$ cat src/rtl/otp_seq_pkg.sv
// Package: shared state encoding and helpers for the programming sequencer.
// Assumes nothing beyond IEEE 1800-2017 synthesizable subset.
package otp_seq_pkg;

    // Sequencer phases; order carries no meaning.
    typedef enum logic [3:0] {
        ST_IDLE,
        ST_FETCH,
        ST_SETUP,
        ST_PULSE,
        ST_HOLD,
        ST_VERIFY,
        ST_ADVANCE,
        ST_FINAL,
        ST_FINISH
    } seq_state_e;

    // Largest of three cycle counts, used to size the shared timer.
    function automatic int max3(input int a, input int b, input int c);
        int m;
        m = (a > b) ? a : b;
        return (m > c) ? m : c;
    endfunction

endpackage

$ cat src/rtl/seq_timer.sv
// Module: seq_timer
// Loadable down-counter. The phase that loads value V lasts V+1 cycles:
// expired is high once the count has reached zero.
// Assumes load and count are never needed in the same cycle.
module seq_timer #(
    parameter int TW = 8
) (
    input  logic          clk,
    input  logic          rst_n,
    input  logic          load,
    input  logic [TW-1:0] load_val,
    output logic          expired
);

    logic [TW-1:0] cnt_q;

    // Count down to zero, reload on request.
    always_ff @(posedge clk) begin
        if (!rst_n) begin
            cnt_q <= '0;
        end else if (load) begin
            cnt_q <= load_val;
        end else if (cnt_q != '0) begin
            cnt_q <= cnt_q - 1'b1;
        end
    end

    assign expired = (cnt_q == '0);

endmodule

$ cat src/rtl/addr_walker.sv
// Module: addr_walker
// Holds the current address and the latched window bounds.
// begin_run latches the window and jumps to its first address, rewind
// returns to the latched first address, step moves up by one.
// Assumes first <= last; no wrap protection beyond that.
module addr_walker #(
    parameter int AW = 19
) (
    input  logic          clk,
    input  logic          rst_n,
    input  logic          begin_run,
    input  logic          rewind,
    input  logic          step,
    input  logic [AW-1:0] first_addr,
    input  logic [AW-1:0] last_addr,
    output logic [AW-1:0] cur,
    output logic          at_last
);

    logic [AW-1:0] lo_q;
    logic [AW-1:0] hi_q;
    logic [AW-1:0] cur_q;

    // Window capture and address movement.
    always_ff @(posedge clk) begin
        if (!rst_n) begin
            lo_q  <= '0;
            hi_q  <= '0;
            cur_q <= '0;
        end else if (begin_run) begin
            lo_q  <= first_addr;
            hi_q  <= last_addr;
            cur_q <= first_addr;
        end else if (rewind) begin
            cur_q <= lo_q;
        end else if (step) begin
            cur_q <= cur_q + 1'b1;
        end
    end

    assign cur     = cur_q;
    assign at_last = (cur_q == hi_q);

endmodule

$ cat src/rtl/pulse_tally.sv
// Module: pulse_tally
// Counts pulses applied to the current address and flags the budget.
// Assumes inc is never raised once at_limit is high.
module pulse_tally #(
    parameter int MAXP = 25,
    parameter int CW   = $clog2(MAXP + 1)
) (
    input  logic          clk,
    input  logic          rst_n,
    input  logic          clr,
    input  logic          inc,
    output logic [CW-1:0] cnt,
    output logic          at_limit
);

    logic [CW-1:0] cnt_q;

    // Per-address pulse counter.
    always_ff @(posedge clk) begin
        if (!rst_n) begin
            cnt_q <= '0;
        end else if (clr) begin
            cnt_q <= '0;
        end else if (inc) begin
            cnt_q <= cnt_q + 1'b1;
        end
    end

    assign cnt      = cnt_q;
    assign at_limit = (cnt_q == CW'(MAXP));

endmodule

$ cat src/rtl/otp_prog_seq.sv
// Module: otp_prog_seq
// Programs a byte image into a one-time-programmable array through its pins.
// Phase one (both mode flags high): per address fetch target, skip 8'hFF,
// otherwise alternate timed pulses and read-backs until match or budget.
// Phase two (flags low): read every address of the window in normal read
// mode and compare with the image.
// Assumes img_data answers img_addr combinationally and mem_dq_in is valid
// ACC_CYC cycles after the read controls and address settle.
module otp_prog_seq
    import otp_seq_pkg::*;
#(
    parameter int AW         = 19,
    parameter int DW         = 8,
    parameter int CLK_KHZ    = 100_000,
    parameter int PULSE_US   = 100,
    parameter int MAX_PULSES = 25,
    parameter int GAP_CYC    = 1,
    parameter int ACC_CYC    = 2
) (
    input  logic                              clk,
    input  logic                              rst_n,
    input  logic                              start,
    input  logic [AW-1:0]                     first_addr,
    input  logic [AW-1:0]                     last_addr,
    output logic [AW-1:0]                     img_addr,
    input  logic [DW-1:0]                     img_data,
    output logic [AW-1:0]                     mem_addr,
    output logic [DW-1:0]                     mem_dq_out,
    output logic                              mem_dq_drive,
    input  logic [DW-1:0]                     mem_dq_in,
    output logic                              mem_ce_n,
    output logic                              mem_oe_n,
    output logic                              vpp_high,
    output logic                              vcc_boost,
    output logic                              done,
    output logic                              pass,
    output logic                              fail,
    output logic [AW-1:0]                     fail_addr,
    output logic [$clog2(MAX_PULSES+1)-1:0]   pulse_cnt
);

    localparam int PULSE_CYC = (CLK_KHZ * PULSE_US) / 1000;
    localparam int TMAX      = max3(PULSE_CYC, GAP_CYC, ACC_CYC);
    localparam int TW        = $clog2(TMAX + 1);
    localparam int PCW       = $clog2(MAX_PULSES + 1);
    localparam logic [TW-1:0] PULSE_V = TW'(PULSE_CYC - 1);
    localparam logic [TW-1:0] GAP_V   = TW'(GAP_CYC - 1);
    localparam logic [TW-1:0] ACC_V   = TW'(ACC_CYC - 1);

    seq_state_e    state_q, state_d;
    logic [DW-1:0] tgt_q;
    logic          done_q, pass_q, fail_q;
    logic [AW-1:0] fail_addr_q;

    logic          tmr_load, tmr_expired;
    logic [TW-1:0] tmr_val;
    logic          walk_begin, walk_rewind, walk_step;
    logic [AW-1:0] cur_addr;
    logic          at_last;
    logic          tally_clr, tally_inc, at_limit;
    logic [PCW-1:0] tally_cnt;
    logic          tgt_load, set_fail, set_pass, new_run;
    logic          phase_prog, phase_final;

    seq_timer #(.TW(TW)) u_timer (
        .clk      (clk),
        .rst_n    (rst_n),
        .load     (tmr_load),
        .load_val (tmr_val),
        .expired  (tmr_expired)
    );

    addr_walker #(.AW(AW)) u_walker (
        .clk        (clk),
        .rst_n      (rst_n),
        .begin_run  (walk_begin),
        .rewind     (walk_rewind),
        .step       (walk_step),
        .first_addr (first_addr),
        .last_addr  (last_addr),
        .cur        (cur_addr),
        .at_last    (at_last)
    );

    pulse_tally #(.MAXP(MAX_PULSES), .CW(PCW)) u_tally (
        .clk      (clk),
        .rst_n    (rst_n),
        .clr      (tally_clr),
        .inc      (tally_inc),
        .cnt      (tally_cnt),
        .at_limit (at_limit)
    );

    // Next-state and control strobes for the walk, pulse and verify loop.
    always_comb begin
        state_d     = state_q;
        tmr_load    = 1'b0;
        tmr_val     = '0;
        walk_begin  = 1'b0;
        walk_rewind = 1'b0;
        walk_step   = 1'b0;
        tally_clr   = 1'b0;
        tally_inc   = 1'b0;
        tgt_load    = 1'b0;
        set_fail    = 1'b0;
        set_pass    = 1'b0;
        new_run     = 1'b0;
        case (state_q)
            ST_IDLE, ST_FINISH: begin
                if (start) begin
                    new_run    = 1'b1;
                    walk_begin = 1'b1;
                    state_d    = ST_FETCH;
                end
            end
            ST_FETCH: begin
                tally_clr = 1'b1;
                tgt_load  = 1'b1;
                if (img_data == {DW{1'b1}}) begin
                    state_d = ST_ADVANCE;
                end else begin
                    state_d  = ST_SETUP;
                    tmr_load = 1'b1;
                    tmr_val  = GAP_V;
                end
            end
            ST_SETUP: begin
                if (tmr_expired) begin
                    state_d  = ST_PULSE;
                    tmr_load = 1'b1;
                    tmr_val  = PULSE_V;
                end
            end
            ST_PULSE: begin
                if (tmr_expired) begin
                    state_d   = ST_HOLD;
                    tally_inc = 1'b1;
                    tmr_load  = 1'b1;
                    tmr_val   = GAP_V;
                end
            end
            ST_HOLD: begin
                if (tmr_expired) begin
                    state_d  = ST_VERIFY;
                    tmr_load = 1'b1;
                    tmr_val  = ACC_V;
                end
            end
            ST_VERIFY: begin
                if (tmr_expired) begin
                    if (mem_dq_in == tgt_q) begin
                        state_d = ST_ADVANCE;
                    end else if (at_limit) begin
                        set_fail = 1'b1;
                        state_d  = ST_FINISH;
                    end else begin
                        state_d  = ST_SETUP;
                        tmr_load = 1'b1;
                        tmr_val  = GAP_V;
                    end
                end
            end
            ST_ADVANCE: begin
                tmr_load = 1'b1;
                tmr_val  = ACC_V;
                if (at_last) begin
                    walk_rewind = 1'b1;
                    state_d     = ST_FINAL;
                end else begin
                    walk_step = 1'b1;
                    state_d   = ST_FETCH;
                end
            end
            ST_FINAL: begin
                if (tmr_expired) begin
                    if (mem_dq_in != img_data) begin
                        set_fail = 1'b1;
                        state_d  = ST_FINISH;
                    end else if (at_last) begin
                        set_pass = 1'b1;
                        state_d  = ST_FINISH;
                    end else begin
                        walk_step = 1'b1;
                        tmr_load  = 1'b1;
                        tmr_val   = ACC_V;
                    end
                end
            end
            default: state_d = ST_IDLE;
        endcase
    end

    // State register and latched target byte.
    always_ff @(posedge clk) begin
        if (!rst_n) begin
            state_q <= ST_IDLE;
            tgt_q   <= '1;
        end else begin
            state_q <= state_d;
            if (tgt_load) begin
                tgt_q <= img_data;
            end
        end
    end

    // Run outcome: cleared by a new run, set once at the end.
    always_ff @(posedge clk) begin
        if (!rst_n) begin
            done_q      <= 1'b0;
            pass_q      <= 1'b0;
            fail_q      <= 1'b0;
            fail_addr_q <= '0;
        end else if (new_run) begin
            done_q      <= 1'b0;
            pass_q      <= 1'b0;
            fail_q      <= 1'b0;
            fail_addr_q <= '0;
        end else if (set_fail) begin
            done_q      <= 1'b1;
            fail_q      <= 1'b1;
            fail_addr_q <= cur_addr;
        end else if (set_pass) begin
            done_q <= 1'b1;
            pass_q <= 1'b1;
        end
    end

    // Pin levels decoded from the registered phase.
    always_comb begin
        phase_prog   = 1'b0;
        phase_final  = 1'b0;
        mem_ce_n     = 1'b1;
        mem_oe_n     = 1'b1;
        mem_dq_drive = 1'b0;
        case (state_q)
            ST_FETCH, ST_ADVANCE: phase_prog = 1'b1;
            ST_SETUP, ST_HOLD: begin
                phase_prog   = 1'b1;
                mem_dq_drive = 1'b1;
            end
            ST_PULSE: begin
                phase_prog   = 1'b1;
                mem_dq_drive = 1'b1;
                mem_ce_n     = 1'b0;
            end
            ST_VERIFY: begin
                phase_prog = 1'b1;
                mem_oe_n   = 1'b0;
            end
            ST_FINAL: begin
                phase_final = 1'b1;
                mem_ce_n    = 1'b0;
                mem_oe_n    = 1'b0;
            end
            default: ;
        endcase
    end

    assign vpp_high   = phase_prog;
    assign vcc_boost  = phase_prog && !phase_final;
    assign mem_addr   = cur_addr;
    assign img_addr   = cur_addr;
    assign mem_dq_out = tgt_q;
    assign done       = done_q;
    assign pass       = pass_q;
    assign fail       = fail_q;
    assign fail_addr  = fail_addr_q;
    assign pulse_cnt  = tally_cnt;

endmodule

$ cat config.mk
export PLATFORM = sky130hd
export DESIGN_NAME = otp_prog_seq
export DESIGN_NICKNAME = d
export VERILOG_FILES = /design/src/rtl/otp_seq_pkg.sv /design/src/rtl/seq_timer.sv /design/src/rtl/addr_walker.sv /design/src/rtl/pulse_tally.sv /design/src/rtl/otp_prog_seq.sv
export SDC_FILE = /design/constraint.sdc
export NUM_CORES = 1
export LEC_CHECK = 0
export CORE_MARGIN = 1.5
export CORE_UTILIZATION = 40
export DETAILED_ROUTE_END_ITERATION = 7
export GPL_TIMING_DRIVEN = 1
export PLACE_DENSITY_LB_ADDON = 0.3
export SLEW_MARGIN = 20
export SYNTH_ARGS = -nofsm -noshare
export SYNTH_HDL_FRONTEND = slang
export SYNTH_SLANG_ARGS = --single-unit
$ cat constraint.sdc
create_clock -name clk -period 5.25 [get_ports clk]
set_input_delay 1.575 -clock clk [delete_from_list [all_inputs] [get_ports clk]]
set_output_delay 1.575 -clock clk [all_outputs]
set_load 0.02 [all_outputs]
==> impl_metrics.json, run 1 <==
{
  "clk_latency_ns": 0.35,
  "drc": 0,
  "seqCellArea_um2": 2200,
  "critPathCaptureType": "register",
  "cp.required_ns": 5.51,
  "cp_top_family": "compound AO/OA/AOI/OAI gates",
  "pin_count": 135,
  "num_vias": 5206,
  "synth_most_common_cell": "nand2_1",
  "post-route-period-util_pct": 76.4,
  "drtIter0Drc": 345,
  "area_growth_pct": 29.4,
  "cts_hold_buf": 0,
  "vias_per_cell": 5.34,
  "status": "finished, final reports clean",
  "multiInputGateArea_um2": 2980,
  "power.total_uw": 3590,
  "dieArea_um2": 14500,
  "path_clk_slew_ns": 0.07,
  "yosys_warnings": 0,
  "wirelength_mm": 15.1,
  "finalSetupViolCount": 0,
  "worst_pin_slew_ns": 1.07,
  "antenna_cells": 0,
  "synth-seq-area-share_pct": 39.8,
  "hold_path_class": "register to register",
  "crit_path_max_incr_delay_ns": 0.50,
  "worstPathBufferInverterCount": 2,
  "grt_max_degree": 40,
  "drive_above_1_share_pct": 4.76,
  "grt_usage_pct": 21.0,
  "synth_area_per_cell_um2": 7.89,
  "clock_path_buffers": 2,
  "wl_met3_um": 868,
  "highest_layer": "met4",
  "fillers": 1281,
  "coreArea_um2": 13300,
  "gr-total-overflow": 0,
  "cts_resized": 0,
  "cts.sinks": 110,
  "synthCells": 701,
  "start_util_pct": 41.5,
  "grt_setup_unrepaired": "no",
  "rows": 42,
  "crit_fanout": 22,
  "maxSlewHeadroom_pct": 27.7,
  "post_cts_buffers": 0,
  "cts_buffers": 9,
  "layout_setup_ws_ns": 1.24,
  "arrival_ns": 4.27,
  "cts_tree": "done",
  "crit_path_top_delay_cell": "o21ai_1",
  "final_util_pct": 53.7,
  "crit_chain": "clkdlybuf4s50_1 -> xor2_1 -> nor4_1 -> and4_1 -> o22ai_1 -> o21ai_1 -> buf_4 -> a21oi_1 -> a211oi_1",
  "yosysTopAreaCell": "dfxtp_1",
  "first_global_vias": 4876,
  "io_buffer_count": 134,
  "antenna_found_initial": 0,
  "max_cap_viol_count": 0,
  "fmax_mhz": 249,
  "vdd_ir_drop_max_mv": 0.163,
  "dr.pass1.iters": 5,
  "synth_edf_count": 0,
  "synth_fp_nets": 763,
  "die_y_um": 121,
  "p_per_area_nw_per_um2": 501,
  "slew_violations": 0,
  "wl_per_cell_um": 15.5,
  "finalHoldViolations": 0,
  "tns_ns": 0,
  "skew_ns": 0.0111,
  "synth_top_area_share_pct": 39.8,
  "yosys-top-cells-area": "dfxtp_1 40%, nand2_1 8.5%, xor2_1 6.8%",
  "h-tree-depth": 3,
  "worstSetupPathType": "primary input to register",
  "cp-start-kind": "primary input",
  "dieWidth_um": 121,
  "ys_seq_elements": 110,
  "yosysUniqueCellTypes": 54,
  "wl_met2_mm": 6.98,
  "ant_nets": 0,
  "drt-met1-wl_mm": 6.93,
  "leakagePower_uw": 0.00280,
  "root_buffer": "clkbuf_16",
  "hpwlAfterDp_mm": 11.0,
  "grt_pass1_wl_mm": 24.3,
  "async_reset_ff_share_pct": 0,
  "synthTopCellsByCount": "125 x nand2_1, 110 x dfxtp_1, 81 x nor2_1",
  "post-place-ws_ns": 0.949,
  "synth_flop_cell": "dfxtp_1",
  "nets": 855,
  "syn_area_um2": 5530,
  "place_congestion": 0.946,
  "finalCriticalPeriod_ns": 4.01,
  "whs_ns": 0.455
}
[layout make-up]
class                      instances  share of cell area (%)
clock buffer                      12                    3.72
clock inverter                     4                   0.716
inverter                          13                   0.681
multi-input combinational        518                    41.6
sequential                       110                    30.7
tap                              176                    3.07
timing repair buffer             141                    19.5
[final timing paths]
path,slack [ns],start,cells after the start,to
max reg2reg,2.38,state_q[2],8,u_walker.cur[17]
min,0.46,fail,2,fail
min reg2reg,0.46,fail,2,fail
max,1.24,img_data[7],9,u_walker.cur[17]
[flip-flops by register name (all words and copies together) (netlist names), 4 cells and up]
| register | cells |
|---|---|
| u_walker.lo_q | 19 |
| u_walker.cur | 19 |
| u_walker.hi_q | 19 |
| u_tally.cnt | 5 |
| mem_dq_out | 8 |
| u_timer.cnt_q | 14 |
| fail_addr | 19 |
| state_q | 4 |
[logic make-up after synthesis]
logic type,share of synthesized area (%)
adder cells (fa/ha/maj),1.13
AND/OR/NAND/NOR,24.2
flip-flops,39.8
buffers and inverters,6.35
AO/OA/AOI/OAI,14.0
multiplexers,4.18
XOR/XNOR,10.3
[worst reg2reg max path, stage by stage (launching register included)]
cell and delay [ns]:
dfxtp_1 0.45, nor3_1 0.58, and2_1 0.21, buf_4 0.35
a21oi_1 0.16, o21ai_1 0.36, buf_4 0.35, a21oi_1 0.11
a211oi_1 0.22
[cells in the final DEF, fill, tap and decap left out, types with 22 or more instances in the layout]
cell	n
clkdlybuf4s50_1	134
nand2_1	125
dfxtp_1	110
nor2_1	81
a21oi_1	58
xor2_1	43
nand3_1	23
a31oi_1	23
xnor2_1	22
mux2i_1	22
[routing by layer]
metal	up-vias	track usage, %
li1	2561	-
met1	2432	28.6
met2	192	33.6
met3	21	3.30
met4	0	8.01
met5	-	0
[where the power goes]
| group | internal, µW | total (µW) | switching (µW) | leakage [µW] |
|---|---|---|---|---|
| logic | 698 | 1620 | 918 | 0.00175 |
| registers | 1010 | 1250 | 248 | 0.000899 |
| clock network | 410 | 721 | 311 | 0.000155 |
[through the flow]
stage               cell area, µm²  instances
detailed placement            6840        958
finish                        7160        974
floorplan                     5530        701
global route                  7160        974
CTS                           7160        974
global placement              6840        958
Note: power is estimated with default switching activity, not from simulation.
==> run 2, diff against run 1 <==
Clock period 5.25 ns to 3.57 ns, I/O delays scaled along.
==> run 2 against run 1 <==
  * Highest routed layer unchanged
  * Cell count grew 0.72%
  * Non-clock buffer count is 9 higher
  * Sequential share of layout area shrank 0.21 points
  * Wire length grew 0.19%
  * Clock skew down 0.0047 ns
  * Register-to-register slack worse by 1.4 ns
  * First-iteration DRC count rose by 0.87%
  * Power increased by 46%
  * Via count increased by 0.48%
  * Core utilization rose by 0.37 points
==> impl_metrics.json, run 2 (synthesis gave the netlist of run 1 again) <==
{
  "wl_per_cell_um": 15.4,
  "wl_met2_mm": 6.99,
  "crit_fanout": 11,
  "h-tree-depth": 3,
  "finalSetupViolCount": 0,
  "critPathCaptureType": "output port",
  "whs_path_depth": 2,
  "leakagePower_uw": 0.00283,
  "dieWidth_um": 121,
  "root_buffer": "clkbuf_16",
  "slew_violations": 0,
  "drtIter0Drc": 348,
  "dieArea_um2": 14500,
  "cts_resized": 0,
  "stdcell_count": 981,
  "cts_tree": "done",
  "pin_count": 135,
  "arrival_ns": 2.18,
  "die_y_um": 121,
  "coreArea_um2": 13300,
  "grt_pass1_wl_mm": 24.2,
  "wirelength_mm": 15.1,
  "p_per_area_nw_per_um2": 725,
  "cts.sinks": 110,
  "place_congestion": 0.943,
  "final_common_cell": "clkdlybuf4s50_1",
  "final_util_pct": 54.0,
  "cts_buffers": 9,
  "io_buffer_count": 134,
  "nets": 864,
  "start_util_pct": 41.5,
  "num_vias": 5231,
  "mostFrequentLayoutCells": "134 x clkdlybuf4s50_1, 125 x nand2_1, 110 x dfxtp_1",
  "finalHoldViolations": 0,
  "fmax_mhz": 308,
  "grt_max_degree": 40,
  "r2r_cells": 9,
  "drive_above_1_share_pct": 5.59,
  "vias_per_cell": 5.33,
  "status": "finished, final reports clean",
  "crit_chain": "or3b_2 -> a21o_1 -> inv_1 -> clkdlybuf4s50_1",
  "worstSetupPathType": "register to output port",
  "placedInstanceArea_um2": 6920,
  "crit_path_max_incr_delay_ns": 0.60,
  "power.total_uw": 5230,
  "path_clk_slew_ns": 0.07,
  "cts_hold_buf": 0,
  "hold_path_class": "register to register",
  "crit_path_top_delay_cell": "clkdlybuf4s50_1",
  "grt_setup_unrepaired": "no",
  "maxSlewHeadroom_pct": 30.2,
  "ant_nets": 0,
  "design_area_um2": 7210,
  "max_cap_viol_count": 0,
  "grt_usage_pct": 20.7,
  "drc": 0,
  "finalCriticalPeriod_ns": 3.25,
  "post-route-period-util_pct": 91.1,
  "vdd_ir_drop_max_mv": 0.267,
  "rows": 42,
  "worst_pin_slew_ns": 1.03,
  "drt-met1-wl_mm": 6.99,
  "cp-start-kind": "register",
  "clock_path_buffers": 2,
  "hpwlAfterDp_mm": 11.3,
  "area_growth_pct": 30.3,
  "placed_cells_incl_taps": 967,
  "clk_latency_ns": 0.34,
  "cp.required_ns": 2.50,
  "dr.pass1.iters": 5,
  "highest_layer": "met4",
  "post_cts_buffers": 0,
  "skew_ns": 0.00646,
  "antenna_found_initial": 0,
  "antenna_cells": 0,
  "wl_met3_um": 844,
  "tns_ns": 0,
  "first_global_vias": 4822,
  "gr-total-overflow": 0
}
## run 2: cell types whose count changed in the layout (fill, tap and decap cells not counted), sizes merged
cell      before  now
buf            7   16
clkbuf        12    9
clkinvlp       1    2
## run 2: final timing paths
path	slack (ns)	end	from
setup reg to reg	1.00	u_walker.cur[11]	u_timer.cnt_q[0]
setup / recovery	0.32	mem_dq_drive	state_q[0]
hold / removal	0.46	u_walker.lo_q[12]	u_walker.lo_q[12]
hold reg to reg	0.46	u_walker.lo_q[12]	u_walker.lo_q[12]
## run 2: worst max-delay path: cells and delay by family (launching register included)
family,cells,cell delay [ns]
AO/OA/AOI/OAI,1,0.21
buffers and inverters,2,0.66
flip-flops,1,0.43
AND/OR/NAND/NOR,1,0.55
## run 2: final cells by class
type / instances / area, µm²
multi-input cells: 518 / 2980
well taps: 176 / 220
repair buffers: 150 / 1470
fillers: 1248 / 6140
inverters: 13 / 48.8
clock buffers: 9 / 225
flip-flops and latches: 110 / 2200
clock inverters: 5 / 61.3
## run 2: report_power, final
part | switching, µW | internal, µW
registers | 346 | 1480
clock network | 438 | 540
logic | 1370 | 1050
## run 2: stage by stage
step           setup slack (ns)  hold WS, ns
2_1_floorplan             0.786        0.436
3_3_place_gp             0.0915        0.431
3_5_place_dp             0.0754        0.448
4_1_cts                   0.330        0.458
5_1_grt                   0.270        0.480
6_report                  0.319        0.458
## run 2: layer usage
layer	up-vias	GRT usage, %
li1	2577	-
met1	2458	29.5
met2	174	32.1
met3	22	2.59
met4	0	7.35
met5	-	0
==> run 3, diff against run 2 <==
Settings changed: ABC_CLOCK_PERIOD_IN_PS from default to 3250.
Clock period 3.57 ns to 3.25 ns, I/O delays scaled along.
==> run 3 against run 2 <==
  * Count of clock-buffer cells in the layout up 1
  * Sequential share of layout area decreased by 0.44 points
  * Clock power rose by 11%
  * First-iteration DRC count is 18% higher
==> impl_metrics.json, run 3 (synthesis gave the netlist of run 1 again) <==
{
  "first_global_vias": 5027,
  "whs_ns": 0.456,
  "coreArea_um2": 13300,
  "pin_count": 135,
  "crit_chain": "clkdlybuf4s50_1 -> xor2_1 -> nor4_1 -> buf_4 -> and4_1 -> o22ai_1 -> or4_1 -> a221oi_2 -> nor3_1",
  "p_switching_uw": 2480,
  "cp.required_ns": 3.48,
  "fillers": 1258,
  "hpwlAfterDp_mm": 11.6,
  "dieArea_um2": 14500,
  "status": "finished, final reports clean",
  "p_per_area_nw_per_um2": 800,
  "vias_per_cell": 5.38,
  "finalHoldViolations": 0,
  "placed_cells_incl_taps": 978,
  "vdd_ir_drop_max_mv": 0.320,
  "h-tree-depth": 3,
  "drtIter0Drc": 410,
  "finalSetupViolCount": 0,
  "die_y_um": 121,
  "crit_path_max_incr_delay_ns": 0.55,
  "post_cts_buffers": 0,
  "worst_pin_slew_ns": 0.830,
  "clock_path_buffers": 2,
  "root_buffer": "clkbuf_16",
  "arrival_ns": 3.34,
  "grt_setup_unrepaired": "no",
  "dr.pass1.iters": 5,
  "ant_nets": 0,
  "final_util_pct": 54.8,
  "maxSlewHeadroom_pct": 44.6,
  "post-place-ws_ns": -0.195,
  "p_sw_share_pct": 42.3,
  "grt_most_used_layer": "met2",
  "drc": 0,
  "post-route-period-util_pct": 95.6,
  "comb_power_share_pct": 47.3,
  "use_met3_pct": 4.72,
  "finalCriticalPeriod_ns": 3.11,
  "io_buffer_count": 134,
  "rows": 42,
  "wl_per_cell_um": 15.7,
  "path_clk_slew_ns": 0.07,
  "slew_violations": 0,
  "crit_fanout": 3,
  "cts_hold_buf": 0,
  "layout_setup_ws_ns": 0.142,
  "cts_tree": "done",
  "use_met2_pct": 34.8,
  "final_common_cell": "clkdlybuf4s50_1",
  "clk_latency_ns": 0.36,
  "cp-start-kind": "primary input",
  "grt_pass1_wl_mm": 24.8,
  "cts_buffers": 9,
  "skew_ns": 0.0153,
  "pwr-share-clk_pct": 18.6,
  "worstSetupPathType": "primary input to register",
  "grt_usage_pct": 21.4,
  "cts.sinks": 110,
  "max_cap_viol_count": 0,
  "internal_power_uw": 3380,
  "seq_power_share_pct": 34.1,
  "antenna_cells": 0,
  "stdcell_count": 994,
  "wirelength_mm": 15.6,
  "grt_max_degree": 38,
  "nets": 875,
  "num_vias": 5351,
  "power.total_uw": 5860,
  "critPathCaptureType": "register",
  "cts_resized": 0,
  "drive_above_1_share_pct": 7.21,
  "area_growth_pct": 32.2,
  "use_met1_pct": 28.2,
  "start_util_pct": 41.5,
  "gr-total-overflow": 0,
  "place_congestion": 0.935,
  "hold_path_class": "register to register",
  "leakagePower_uw": 0.00290,
  "mostFrequentLayoutCells": "134 x clkdlybuf4s50_1, 125 x nand2_1, 110 x dfxtp_1",
  "crit_path_top_delay_cell": "or4_1",
  "fmax_mhz": 322,
  "dieWidth_um": 121,
  "antenna_found_initial": 0
}
run 3: cell types whose count changed in the layout (fill, tap and decap cells not counted), sizes merged:
cell	previous run	this run
clkbuf	9	10
buf	16	27
inv	14	17
clkinvlp	2	1
bufinv	1	0
run 3: metrics by stage:
stage	cell area (µm²)	TNS, ns
6_report	7320	0
4_1_cts	7310	0
3_3_place_gp	7020	-0.143
3_5_place_dp	7020	-0.487
5_1_grt	7320	0
2_1_floorplan	5530	0
run 3: power groups by stage:
stage                     logic [µW]  clock network, µW  registers, µW
final                           2770               1090           1990
after floorplan                 1860                  0           1980
after global routing            3030               1170           2030
after detailed placement        2720                  0           2010
after CTS                       2750               1110           1980
after global placement          2640                  0           1990
run 3: final timing paths:
path	from	to	slack, ns	cells past startpoint
worst min register to register	u_walker.lo_q[16]	u_walker.lo_q[16]	0.46	2
worst max-delay path	img_data[7]	u_walker.cur[11]	0.14	9
worst max register to register	u_walker.cur[6]	u_walker.cur[18]	0.67	7
worst min-delay path	u_walker.lo_q[16]	u_walker.lo_q[16]	0.46	2
run 3: final cells by class:
class	instances	area [µm²]	share of cell area, %
Clock inverter	6	50.0	0.684
Multi-Input combinational cell	518	2990	40.8
Inverter	13	48.8	0.667
Timing Repair Buffer	161	1570	21.4
Sequential cell	110	2200	30.1
Tap cell	176	220	3.01
Clock buffer	10	239	3.27
run 3: per-layer routing:
layer | share of wire [%] | wire (µm)
met1 | 45 | 6940
met2 | 47 | 7300
met3 | 7.0 | 1090
met4 | 1.6 | 250
met5 | 0 | 0
run 3: worst max-delay path, delay by kind of cell:
family	cells	cell delay, ns
xor gates and xnor gates	1	0.17
buffers and inverters	2	0.61
and+or+nand+nor	4	1.18
AOI/OAI and AO/OA	2	0.40
